### config.mk
export PLATFORM = sky130hd
export DESIGN_NAME = boost_pulse_sched
export DESIGN_NICKNAME = d
export VERILOG_FILES = /design/src/rtl/boost_pulse_pkg.sv /design/src/rtl/ref_edge_detect.sv /design/src/rtl/rate_tick_select.sv /design/src/rtl/pulse_fsm.sv /design/src/rtl/boost_pulse_sched.sv
export SDC_FILE = /design/constraint.sdc
export NUM_CORES = 1
export LEC_CHECK = 0
export ABC_AREA = 1
export BUFFER_PORTS_ARGS = -buffer_cell sky130_fd_sc_hd__buf_2
export CORE_AREA = 2 2 39 41
export CTS_BUF_LIST = sky130_fd_sc_hd__clkbuf_8
export DETAILED_ROUTE_END_ITERATION = 6
export DIE_AREA = 0 0 41 43
export MAX_ROUTING_LAYER = met4
export PLACE_DENSITY = 0.45
export SLEW_MARGIN = 5
export SYNTH_ARGS = -nofsm -noshare
export SYNTH_HDL_FRONTEND = slang
export SYNTH_SLANG_ARGS = --single-unit
### constraint.sdc
create_clock -name clk -period 2.03 [get_ports clk]
set_clock_uncertainty 0.1 [all_clocks]
set_input_delay 0.203 -clock clk [delete_from_list [all_inputs] [get_ports clk]]
set_output_delay 0.203 -clock clk [all_outputs]
set_load 0.1 [all_outputs]
### src/rtl/boost_pulse_pkg.sv
package boost_pulse_pkg;
    localparam int RATE_W  = 2;
    localparam int NUM_OSC = 3;

    typedef enum logic [1:0] {
        S_OFF     = 2'd0,
        S_PRIME   = 2'd1,
        S_ACTIVE  = 2'd2,
        S_STANDBY = 2'd3
    } sched_state_t;
endpackage

### src/rtl/ref_edge_detect.sv
module ref_edge_detect #(
    parameter int SYNC_STAGES = 2
) (
    input  logic clk,
    input  logic rst_n,
    input  logic clear,
    input  logic ref_in,
    output logic ref_rise,
    output logic ref_fall
);
    localparam int MSB = SYNC_STAGES - 1;

    logic [MSB:0] sync_q;
    logic         prev_q;

    always_ff @(posedge clk or negedge rst_n) begin
        if (!rst_n) begin
            sync_q <= '0;
            prev_q <= 1'b0;
        end else if (clear) begin
            sync_q <= '0;
            prev_q <= 1'b0;
        end else begin
            sync_q <= {sync_q[MSB-1:0], ref_in};
            prev_q <= sync_q[MSB];
        end
    end

    assign ref_rise = sync_q[MSB] & ~prev_q;
    assign ref_fall = ~sync_q[MSB] & prev_q;


    edge_clear_chk: assert property (@(posedge clk) disable iff (!rst_n)
        clear |=> (!ref_rise && !ref_fall));
endmodule

### src/rtl/rate_tick_select.sv
module rate_tick_select
    import boost_pulse_pkg::*;
#(
    parameter int N_OSC = NUM_OSC
) (
    input  logic [RATE_W-1:0] rate_sel,
    input  logic [N_OSC-1:0]  osc_tick,
    input  logic              ref_rise,
    output logic              sel_tick
);
    localparam int N_SRC = N_OSC + 1;

    logic [N_SRC-1:0] src;

    genvar gi;
    generate
        for (gi = 0; gi < N_OSC; gi++) begin : g_osc
            assign src[gi] = osc_tick[gi];
        end
    endgenerate
    assign src[N_OSC] = ref_rise;

    always_comb begin
        sel_tick = 1'b0;
        for (int k = 0; k < N_SRC; k++) begin
            if (int'(rate_sel) == k) sel_tick = src[k];
        end
    end
endmodule

### src/rtl/pulse_fsm.sv
module pulse_fsm
    import boost_pulse_pkg::*;
#(
    parameter int PRIME_CYCLES = 3
) (
    input  logic clk,
    input  logic rst_n,
    input  logic enable,
    input  logic standby,
    input  logic sel_tick,
    input  logic ref_rise,
    input  logic ref_fall,
    input  logic below,
    output logic det_clear,
    output logic gate_pulse
);
    localparam int CNT_W = $clog2(PRIME_CYCLES + 1);
    localparam logic [CNT_W-1:0] PRIME_LAST = CNT_W'(PRIME_CYCLES - 1);

    sched_state_t state_q, state_d;
    logic [CNT_W-1:0] cnt_q;
    logic fire;

    always_comb begin
        state_d = state_q;
        if (!enable) begin
            state_d = S_OFF;
        end else begin
            unique case (state_q)
                S_OFF:     state_d = S_PRIME;
                S_PRIME:   if (cnt_q == PRIME_LAST)
                               state_d = standby ? S_STANDBY : S_ACTIVE;
                S_ACTIVE:  if (standby)  state_d = S_STANDBY;
                S_STANDBY: if (!standby) state_d = S_ACTIVE;
                default:   state_d = S_OFF;
            endcase
        end
    end

    always_ff @(posedge clk or negedge rst_n) begin
        if (!rst_n) begin
            state_q <= S_OFF;
            cnt_q   <= '0;
        end else begin
            state_q <= state_d;
            cnt_q   <= (state_q == S_PRIME) ? cnt_q + 1'b1 : '0;
        end
    end

    always_comb begin
        unique case (state_q)
            S_ACTIVE:  fire = sel_tick;
            S_STANDBY: fire = (ref_rise | ref_fall) & below;
            default:   fire = 1'b0;
        endcase
    end

    always_ff @(posedge clk or negedge rst_n) begin
        if (!rst_n)       gate_pulse <= 1'b0;
        else if (!enable) gate_pulse <= 1'b0;
        else              gate_pulse <= fire & ~gate_pulse;
    end

    assign det_clear = (state_q == S_OFF);


    one_cycle_chk: assert property (@(posedge clk) disable iff (!rst_n)
        gate_pulse |=> !gate_pulse);

    disable_quiet_chk: assert property (@(posedge clk) disable iff (!rst_n)
        !enable |=> !gate_pulse);

    prime_quiet_chk: assert property (@(posedge clk) disable iff (!rst_n)
        $rose(enable) |=> !gate_pulse);

    below_gate_chk: assert property (@(posedge clk) disable iff (!rst_n)
        (gate_pulse && $past(state_q == S_STANDBY)) |-> $past(below));

    reset_low_chk: assert property (@(posedge clk)
        !rst_n |-> !gate_pulse);
endmodule

### src/rtl/boost_pulse_sched.sv
module boost_pulse_sched
    import boost_pulse_pkg::*;
#(
    parameter int SYNC_STAGES = 2
) (
    input  logic              clk,
    input  logic              rst_n,
    input  logic              enable,
    input  logic              standby_mode,
    input  logic [RATE_W-1:0] rate_sel,
    input  logic [NUM_OSC-1:0] osc_tick,
    input  logic              ref_clk_in,
    input  logic              below_target,
    output logic              gate_pulse
);
    localparam int PRIME_CYCLES = SYNC_STAGES + 1;

    logic ref_rise, ref_fall, sel_tick, det_clear;

    ref_edge_detect #(.SYNC_STAGES(SYNC_STAGES)) u_edge (
        .clk      (clk),
        .rst_n    (rst_n),
        .clear    (det_clear),
        .ref_in   (ref_clk_in),
        .ref_rise (ref_rise),
        .ref_fall (ref_fall)
    );

    rate_tick_select #(.N_OSC(NUM_OSC)) u_sel (
        .rate_sel (rate_sel),
        .osc_tick (osc_tick),
        .ref_rise (ref_rise),
        .sel_tick (sel_tick)
    );

    pulse_fsm #(.PRIME_CYCLES(PRIME_CYCLES)) u_fsm (
        .clk        (clk),
        .rst_n      (rst_n),
        .enable     (enable),
        .standby    (standby_mode),
        .sel_tick   (sel_tick),
        .ref_rise   (ref_rise),
        .ref_fall   (ref_fall),
        .below      (below_target),
        .det_clear  (det_clear),
        .gate_pulse (gate_pulse)
    );
endmodule

==> results_dict.tcl, run 1 <==
set metrics [dict create \
    status "finished, final reports clean" \
    start_util_pct 26.5 \
    tightest_slew_ps 482 \
    power_density_nw_per_um2 880 \
    cts_tree "done" \
    antenna_found_initial 0 \
    whs_endpoint "u_edge.sync_q[0]" \
    postPlaceCellArea_um2 442 \
    synth_seq_cells 8 \
    min_from "ref_clk_in" \
    mostFrequentLayoutCells "11 x buf_2, 10 x inv_1, 8 x nand2_1, 8 x dfrtp_1, 7 x nor2_1" \
    p_leak_nw 0.273 \
    fp-row-count 14 \
    min_period_ps 1330 \
    layout.nets 73 \
    drv_slew 0 \
    stdcell_count 74 \
    grt_first_pass_wirelength_um 1120 \
    r2r-start "u_edge.sync_q[1]" \
    critPathBufInv 1 \
    hold_viol_final 0 \
    ioPinCount 12 \
    drtAntennaViolNets 0 \
    gp_congestion 0.686 \
    io_buffers 11 \
    holdPathStages 3 \
    die_area_um2 1760 \
    crit_path_top_delay_cell "buf_2" \
    dpl.hpwl_um 515 \
    dr.pass1.iters 2 \
    rr_worst_depth 4 \
    crit_path_start_kind "register" \
    fin_area_um2 493 \
    end_kind "primary output" \
    max_freq_mhz 750 \
    synthToLayoutAreaGrowth_pct 34.5 \
    vias 303 \
    vias_per_cell 4.09 \
    path_clk_slew_ps 40 \
    path_class "register to primary output" \
    finalSetupViolations 0 \
    placedCellCount 70 \
    grt_max_degree 9 \
    root_buffer "clkbuf_8" \
    rsz0062_at_grt "false" \
    min_path_type "input port to register" \
    rr_endpoint "u_fsm.gate_pulse" \
    cts_buffers 3 \
    grt-ovfl-total 0 \
    place_ws_ps 876 \
    die_x_um 41 \
    drt-total-wl_um 653 \
    clk_latency_ps 230 \
    core_area_um2 1380 \
    cp_num_cells 1 \
    synth_cell_types 11 \
    post_cts_resized 0 \
    max_slew_margin_pct 68.1 \
    wire_per_inst_um 8.82 \
    cts.sinks 8 \
    r2r_setup_slack_ps 880 \
    whs_ps 76.2 \
    slowest_delay_ps 440 \
    fin_tns_setup_ps 0 \
    diodes 0 \
    die_h_um 43 \
    path_max_fanout 2 \
    cts_htree_levels 1 \
    synthesis.nets 56 \
    drive_above_1_share_pct 29.3 \
    finalWorstSetupSlack_ps 697 \
    cp_cell_sequence "buf_2" \
    syn-instance-count 43 \
    drt_iter0_drc 3 \
    final_common_cell "buf_2" \
    syn_avg_cell_area_um2 8.53 \
    critPathTopFamily "buffers and inverters" \
    peakVddDrop_v 0.000508 \
    drc_errors 0 \
    post-route-period-util_pct 65.7 \
    synth_area_um2 367 \
    grt_use_total_pct 10.5 \
    worst-endpoint-arrival_ps 1030 \
    yosysWarningCount 0 \
    cts_setup_buffers 0 \
    worstPathRequired_ps 1730 \
    yosysSeqAreaShare_pct 54.6 \
    clockBufferDepth 2 \
    drv_cap 0 \
    grt_pass1_vias 281 \
]
[through the flow]
stage	total power [W]	utilization, %
2_1_floorplan	0.000222	-
3_5_place_dp	0.000245	31.9
6_report	0.000434	35.6
4_1_cts	0.000441	35.6
5_1_grt	0.000465	35.6
3_3_place_gp	0.000244	31.9
[cell type report]
cell class                      count  area, µm²
Inverter                           11       41.3
Multi-Input combinational cell     24        125
Sequential cell                     8        200
Clock buffer                        3       41.3
Fill cell                         149        891
Tap cell                           16       20.0
Timing Repair Buffer               12       65.1
[cell usage after synthesis]
| cell | number | area, µm² |
|---|---|---|
| ha_1 | 2 | 25.0 |
| nor3_2 | 1 | 10.0 |
| o21ai_0 | 1 | 5.00 |
| nor2_1 | 7 | 26.3 |
| inv_1 | 10 | 37.5 |
| nand3_1 | 2 | 10.0 |
| a21oi_1 | 2 | 10.0 |
| a21oi_2 | 1 | 8.76 |
| inv_2 | 1 | 3.75 |
| nand2_1 | 8 | 30.0 |
| dfrtp_1 | 8 | 200 |
[tightest hold or removal path, stage by stage]
cell and delay, ps:
buf_2 90, inv_1 40, nor2_1 30
[where the power goes]
group          leakage, nW  switching [W]  internal [W]
logic                0.146      0.0000326     0.0000240
clock network       0.0216      0.0000635      0.000128
registers            0.105     0.00000854      0.000177
total                0.273       0.000105      0.000329
[what timing repair did]
action | in CTS | in global routing
hold buffers | 1 | 0
setup endpoints to repair | 0 | 0
hold endpoints to repair | 8 | 0
[registers in the layout (all words and copies together), names as in the netlist]
name,count
u_edge.prev_q,1
u_fsm.state_q,2
u_fsm.gate_pulse,1
u_fsm.cnt_q,2
u_edge.sync_q,2
[logic make-up after synthesis]
kind of cell    count (synthesis)  synth area share (%)
flops                           8                  54.6
buf+inv                        11                  11.3
simple gates                   18                  20.8
fa+ha+maj                       2                  6.82
compound gates                  4                  6.48
[how the worst max path moves through the flow]
stage	start	to	slack [ps]
2_1_floorplan	u_fsm.gate_pulse	u_fsm.gate_pulse	670
3_3_place_gp	u_edge.sync_q[1]	u_fsm.gate_pulse	910
3_5_place_dp	u_edge.sync_q[1]	u_fsm.gate_pulse	880
4_1_cts	u_fsm.gate_pulse	gate_pulse	690
5_1_grt	u_fsm.gate_pulse	gate_pulse	670
6_report	u_fsm.gate_pulse	gate_pulse	700
[per-layer routing]
| metal | routed length (µm) | up-vias | track usage (%) | part of all wire (%) |
|---|---|---|---|---|
| li1 | - | 157 | - | - |
| met1 | 297 | 132 | 11.4 | 45 |
| met2 | 268 | 12 | 14.4 | 41 |
| met3 | 65 | 2 | 4.71 | 10 |
| met4 | 21 | 0 | 8.00 | 3.2 |
| met5 | 0 | - | - | 0 |
No activity file was read; power rests on OpenSTA's default activity.
==> run 2, diff against run 1 <==
--- a/config.mk
+++ b/config.mk
@@ -5,14 +5,14 @@
 export SDC_FILE = /design/constraint.sdc
 export NUM_CORES = 1
 export LEC_CHECK = 0
-export ABC_AREA = 1
+export ABC_AREA = 0
 export BUFFER_PORTS_ARGS = -buffer_cell sky130_fd_sc_hd__buf_2
 export CORE_AREA = 2 2 39 41
 export CTS_BUF_LIST = sky130_fd_sc_hd__clkbuf_8
 export DETAILED_ROUTE_END_ITERATION = 6
 export DIE_AREA = 0 0 41 43
 export MAX_ROUTING_LAYER = met4
-export PLACE_DENSITY = 0.45
+export PLACE_DENSITY = 0.43
 export SLEW_MARGIN = 5
 export SYNTH_ARGS = -nofsm -noshare
 export SYNTH_HDL_FRONTEND = slang
==> constraint.sdc (replaced) <==
create_clock -name clk -period 1.31 [get_ports clk]
set_clock_uncertainty 0.1 [all_clocks]
set_input_delay 0.131 -clock clk [delete_from_list [all_inputs] [get_ports clk]]
set_output_delay 0.131 -clock clk [all_outputs]
set_load 0.1 [all_outputs]
==> run 2 against run 1 <==
Compared with the run above: die area did not move; synthesized cell count is 30% lower; sequential cell count is the same; sequential share of layout area down 1.0 points; via count down 13%; non-clock buffer count rose by 1; core utilization increased by 0.90 points; hold slack got worse by 52 ps; combinational power rose by 63%; highest routed layer is now met3.
==> results_dict.tcl, run 2 <==
set metrics [dict create \
    drt_iter0_drc 0 \
    min_period_ps 1270 \
    rsz0062_at_grt "true" \
    diodes 0 \
    cp_cell_sequence "ha_1 -> and3b_1 -> a31oi_2 -> a211oi_2" \
    synth-simple-area-share_pct 17.5 \
    synth_area_um2 350 \
    yosysTopAreaCell "dfrtp_1" \
    yosysSeqAreaShare_pct 57.1 \
    power_density_nw_per_um2 1310 \
    hold_viol_final 0 \
    mostFrequentLayoutCells "10 x buf_2, 8 x dfrtp_1, 4 x nor2b_1" \
    critPathBufInv 0 \
    min_path_type "input port to register" \
    placedCellCount 58 \
    synthMuxAreaShare_pct 6.07 \
    dpl.hpwl_um 485 \
    start_util_pct 25.3 \
    end_kind "register" \
    grt-ovfl-total 0 \
    vias 265 \
    max_freq_mhz 785 \
    die_h_um 43 \
    cts_tree "done" \
    critPathTopFamily "flip-flops" \
    yosysWarningCount 0 \
    grt_pass1_vias 247 \
    drtAntennaViolNets 0 \
    synth_cell_types 15 \
    finalWorstSetupSlack_ps 36.2 \
    die_area_um2 1760 \
    synthesis.nets 43 \
    synth_compound_area_share_pct 8.93 \
    drc_errors 0 \
    syn-instance-count 30 \
    syn_avg_cell_area_um2 11.7 \
    synthToLayoutAreaGrowth_pct 44.3 \
    cts_setup_buffers 0 \
    drive_above_1_share_pct 39.1 \
    grt_max_degree 9 \
    synth_fa_ha_area_share_pct 7.14 \
    tightest_slew_ps 207 \
    crit_path_top_delay_cell "dfrtp_1" \
    grt_first_pass_wirelength_um 938 \
    async_flop_share_pct 100 \
    post-route-period-util_pct 97.2 \
    peakVddDrop_v 0.000512 \
    dr.pass1.iters 1 \
    io_buffers 11 \
    die_x_um 41 \
    synth_top_family_by_area "simple AND/OR/NAND/NOR gates" \
    synth_commonest_cells "8 x dfrtp_1, 4 x nor2b_1, 3 x inv_1, 3 x nor2_1, 2 x ha_1" \
    r2r-start "u_edge.sync_q[1]" \
    drv_cap 0 \
    grt_use_total_pct 8.55 \
    stdcell_count 62 \
    gp_congestion 0.729 \
    finalSetupViolations 0 \
    status "finished, final reports clean" \
    yosys.area_share.xor_xnor_pct 0 \
    synth_flop_cell "dfrtp_1" \
    synth_edf_count 0 \
    ioPinCount 12 \
    cts_buffers 3 \
    wire_per_inst_um 9.66 \
    cts_htree_levels 1 \
    synth_seq_cells 8 \
    p_leak_nw 0.251 \
    worst-endpoint-arrival_ps 1270 \
    final_common_cell "buf_2" \
    slowest_delay_ps 370 \
    layout.nets 61 \
    crit_path_start_kind "register" \
    yosysTopAreaCellShare_pct 57.1 \
    worstPathRequired_ps 1310 \
    synth.most_common_cell "dfrtp_1" \
    path_clk_slew_ps 40 \
    clockBufferDepth 2 \
    core_area_um2 1380 \
    setup.worst_path.start "u_edge.sync_q[1]" \
    min_from "standby_mode" \
    drv_slew 0 \
    fin_tns_setup_ps 0 \
    cts.sinks 8 \
    antenna_found_initial 0 \
    fp-row-count 14 \
    clk_latency_ps 220 \
    drt-total-wl_um 599 \
    root_buffer "clkbuf_8" \
    synth_area_leaders "dfrtp_1 57%, ha_1 7.1%, nor2b_1 7.1%" \
    place_ws_ps 5.74 \
    top_regs "u_edge.sync_q: 2 flops, u_fsm.cnt_q: 2 flops, u_fsm.state_q: 2 flops" \
    vias_per_cell 4.27 \
    max_slew_margin_pct 86.1 \
    path_max_fanout 2 \
    path_class "register to register" \
]
## run 2: changes by cell type after synthesis, sizes merged, moves of 2 or more
cell   before  now
inv        11    3
nand2       8    1
nor2        7    3
nor2b       0    4
a21oi       3    1
nand3       2    0
## run 2: cells by family after synthesis
logic type | Yosys count
multiplexers | 2
AND/OR/NAND/NOR | 11
AO/OA/AOI/OAI | 4
adder cells (fa/ha/maj) | 2
flip-flops | 8
buffers and inverters | 3
## run 2: repair_timing
| action | 4_1_cts | 5_1_grt |
|---|---|---|
| hold buffers | 1 | 0 |
| endpoints found under the hold margin | 8 | 0 |
| resized for setup | 0 | 1 |
| gates cloned | 0 | 0 |
| setup endpoints to repair | 1 | 1 |
| pin swaps | 1 | 1 |
## run 2: final cells by class
class | instances | area [µm²]
inverter | 3 | 11.3
sequential | 8 | 200
timing repair buffer | 13 | 87.6
clock buffer | 3 | 41.3
multi-input combinational | 19 | 145
tap | 16 | 20.0
fill | 143 | 878
## run 2: power breakdown
part	switching [W]	leakage (nW)	internal (W)
clock	0.0000850	0.0216	0.000198
sequential	0.0000122	0.105	0.000274
combinational	0.0000448	0.124	0.0000472
## run 2: final timing paths
path,endpoint,slack [ps],cells after the start
max in group asynchronous,u_edge.sync_q[1],760,2
worst max register to register,u_fsm.gate_pulse,40,4
worst min-delay path,u_fsm.state_q[0],20,2
worst min register to register,u_fsm.cnt_q[0],330,1
worst max-delay path,u_fsm.gate_pulse,40,4
min in group asynchronous,u_fsm.cnt_q[1],180,2
## run 2: per-stage QoR
| stage | utilization, % | power (W) | instance area [µm²] | hold slack (ps) |
|---|---|---|---|---|
| after floorplan | - | 0.000338 | 350 | -265 |
| after global placement | 32.4 | 0.000374 | 448 | -118 |
| after detailed placement | 32.4 | 0.000378 | 448 | -115 |
| after CTS | 36.1 | 0.000674 | 499 | 21.4 |
| after global routing | 36.5 | 0.000708 | 505 | 27.4 |
| final | 36.5 | 0.000661 | 505 | 24.2 |
## run 2: per-layer routing
layer,vias to the layer above,routed length (µm),GRT usage [%]
met1,122,269,9.40
met3,0,33,3.14
met5,-,0,-
li1,133,-,-
met4,0,0,6.00
met2,10,296,12.2
==> run 3, diff against run 2 <==
--- a/config.mk
+++ b/config.mk
@@ -7,12 +7,14 @@
 export LEC_CHECK = 0
 export ABC_AREA = 0
 export BUFFER_PORTS_ARGS = -buffer_cell sky130_fd_sc_hd__buf_2
+export CELL_PAD_IN_SITES_DETAIL_PLACEMENT = 0
+export CELL_PAD_IN_SITES_GLOBAL_PLACEMENT = 1
 export CORE_AREA = 2 2 39 41
 export CTS_BUF_LIST = sky130_fd_sc_hd__clkbuf_8
 export DETAILED_ROUTE_END_ITERATION = 6
 export DIE_AREA = 0 0 41 43
 export MAX_ROUTING_LAYER = met4
-export PLACE_DENSITY = 0.43
+export PLACE_DENSITY = 0.56
 export SLEW_MARGIN = 5
 export SYNTH_ARGS = -nofsm -noshare
 export SYNTH_HDL_FRONTEND = slang
==> constraint.sdc (replaced) <==
create_clock -name clk -period 1.1 [get_ports clk]
set_clock_uncertainty 0.1 [all_clocks]
set_input_delay 0.11 -clock clk [delete_from_list [all_inputs] [get_ports clk]]
set_output_delay 0.11 -clock clk [all_outputs]
set_load 0.1 [all_outputs]
==> run 3 against run 2 <==
Compared with the run above: the flow now finishes with violations (setup timing); count of clock-buffer cells in the layout is the same; register-to-register slack got worse by 210 ps; core utilization rose by 1.6 points; sequential cell count unchanged; non-clock buffer count rose by 2; die area unchanged; sequential share of layout area decreased by 1.5 points; final cell count increased by 4.8%; critical path type unchanged; critical endpoint unchanged.
==> results_dict.tcl, run 3 (same netlist as run 2, synthesis figures left out) <==
set metrics [dict create \
    die_area_um2 1760 \
    cp_cell_sequence "ha_1 -> and3b_1 -> a31oi_1 -> a211oi_2" \
    hold_viol_final 0 \
    post-route-period-util_pct 116 \
    path_class "register to register" \
    slowest_delay_ps 370 \
    holdPathStages 2 \
    cts_tree "done" \
    grt-ovfl-total 0 \
    min_path_type "input port to register" \
    drtAntennaViolNets 0 \
    clk_latency_ps 230 \
    critPathTopFamily "flip-flops" \
    finalSetupViolations 1 \
    crit_path_start_kind "register" \
    status "complete, but fails checks" \
    min_from "ref_clk_in" \
    top_regs "u_edge.sync_q: 2 flops, u_fsm.cnt_q: 2 flops, u_fsm.state_q: 2 flops" \
    root_buffer "clkbuf_8" \
    antenna_found_initial 0 \
    drt_iter0_drc 2 \
    crit_path_top_delay_cell "dfrtp_1" \
    diodes 0 \
    worst-endpoint-arrival_ps 1270 \
    drive_above_1_share_pct 42.9 \
    synthToLayoutAreaGrowth_pct 50.7 \
    ioPinCount 12 \
    grt_max_degree 9 \
    peakVddDrop_v 0.000591 \
    nFillCells 146 \
    path_max_fanout 2 \
    r2r_setup_slack_ps -170 \
    dpl.hpwl_um 484 \
    io_buffers 11 \
    max_slew_margin_pct 88.6 \
    rsz0062_at_grt "true" \
    cts.sinks 8 \
    drc_errors 0 \
    cp_num_cells 4 \
    grt_use_total_pct 10.0 \
    die_h_um 43 \
    die_x_um 41 \
    core_area_um2 1380 \
    worstPathRequired_ps 1100 \
    vias 264 \
    cts_htree_levels 1 \
    finalWorstSetupSlack_ps -171 \
    grt_first_pass_wirelength_um 1060 \
    tightest_slew_ps 171 \
    grt_pass1_vias 290 \
    dr.pass1.iters 2 \
    gp_congestion 0.670 \
    clockBufferDepth 2 \
    wire_per_inst_um 9.03 \
    cts_buffers 3 \
    fp-row-count 14 \
    min_period_ps 1270 \
    power_density_nw_per_um2 1540 \
    path_clk_slew_ps 40 \
    mostFrequentLayoutCells "10 x buf_2, 7 x dfrtp_1, 4 x nor2b_1, 4 x inv_1, 3 x clkbuf_8" \
    multi_input_area_um2 145 \
    critPathBufInv 0 \
    end_kind "register" \
    layout.nets 63 \
    p_leak_nw 0.264 \
    r2r-start "u_edge.sync_q[1]" \
    rr_worst_depth 4 \
    fin_util_pct 38.2 \
    drv_slew 0 \
    drt-total-wl_um 587 \
    violations "setup timing" \
    drv_cap 0 \
    final_common_cell "buf_2" \
    setup.worst_path.start "u_edge.sync_q[1]" \
    vias_per_cell 4.06 \
    power_w 0.000813 \
    regArea_um2 201 \
    start_util_pct 25.3 \
    max_freq_mhz 787 \
]
run 3: changes by cell type in the layout (fill, tap and decap cells not counted), sizes merged:
cell / previous run / this run
dlygate4sd3: 1 / 2
buf: 12 / 13
inv: 3 / 4
run 3: routing by layer:
metal | vias to the layer above | share of wire, % | track usage, %
li1 | 136 | - | -
met1 | 118 | 38 | 9.12
met2 | 8 | 51 | 14.1
met3 | 2 | 10 | 4.71
met4 | 0 | 0.68 | 10.0
met5 | - | 0 | -
run 3: report_power, final:
part | switching [W] | internal (W) | leakage [nW]
Combinational | 0.0000525 | 0.0000637 | 0.133
Clock | 0.000113 | 0.000241 | 0.0269
Sequential | 0.0000170 | 0.000326 | 0.104
run 3: cell type report:
class,instances,area share [%]
Clock inverter,1,0.711
Tap cell,16,3.79
Inverter,3,2.13
Sequential cell,8,38.2
Timing Repair Buffer,15,19.9
Multi-Input combinational cell,19,27.5
Clock buffer,3,7.82
run 3: timing repair:
action / 4_1_cts / 5_1_grt
hold buffers: 2 / 0
buffers inserted: 1 / 0
pin swaps: 1 / 0
resized for setup: 0 / 2
endpoints found under the setup margin: 1 / 5
gates cloned: 0 / 0
endpoints found under the hold margin: 9 / 0
run 3: path summary, 6_finish.rpt:
| path | endpoint |
|---|---|
| max | u_fsm.gate_pulse |
| min reg2reg | u_fsm.cnt_q[0] |
| min | u_edge.sync_q[0] |
| max reg2reg | u_fsm.gate_pulse |
| min in group asynchronous | u_fsm.cnt_q[0] |
| max in group asynchronous | u_fsm.gate_pulse |
run 3: stage by stage:
| step | TNS, ps | setup slack (ps) | hold slack [ps] | instance area (µm²) | std cells |
|---|---|---|---|---|---|
| finish | -171 | -171 | 11.3 | 528 | 65 |
| global route | -231 | -231 | 24.6 | 528 | 65 |
| CTS | -183 | -183 | 10.1 | 522 | 65 |
| detailed placement | -227 | -227 | -143 | 449 | 58 |
| global placement | -191 | -191 | -140 | 449 | 58 |
| floorplan | -172 | -172 | -286 | 352 | 30 |
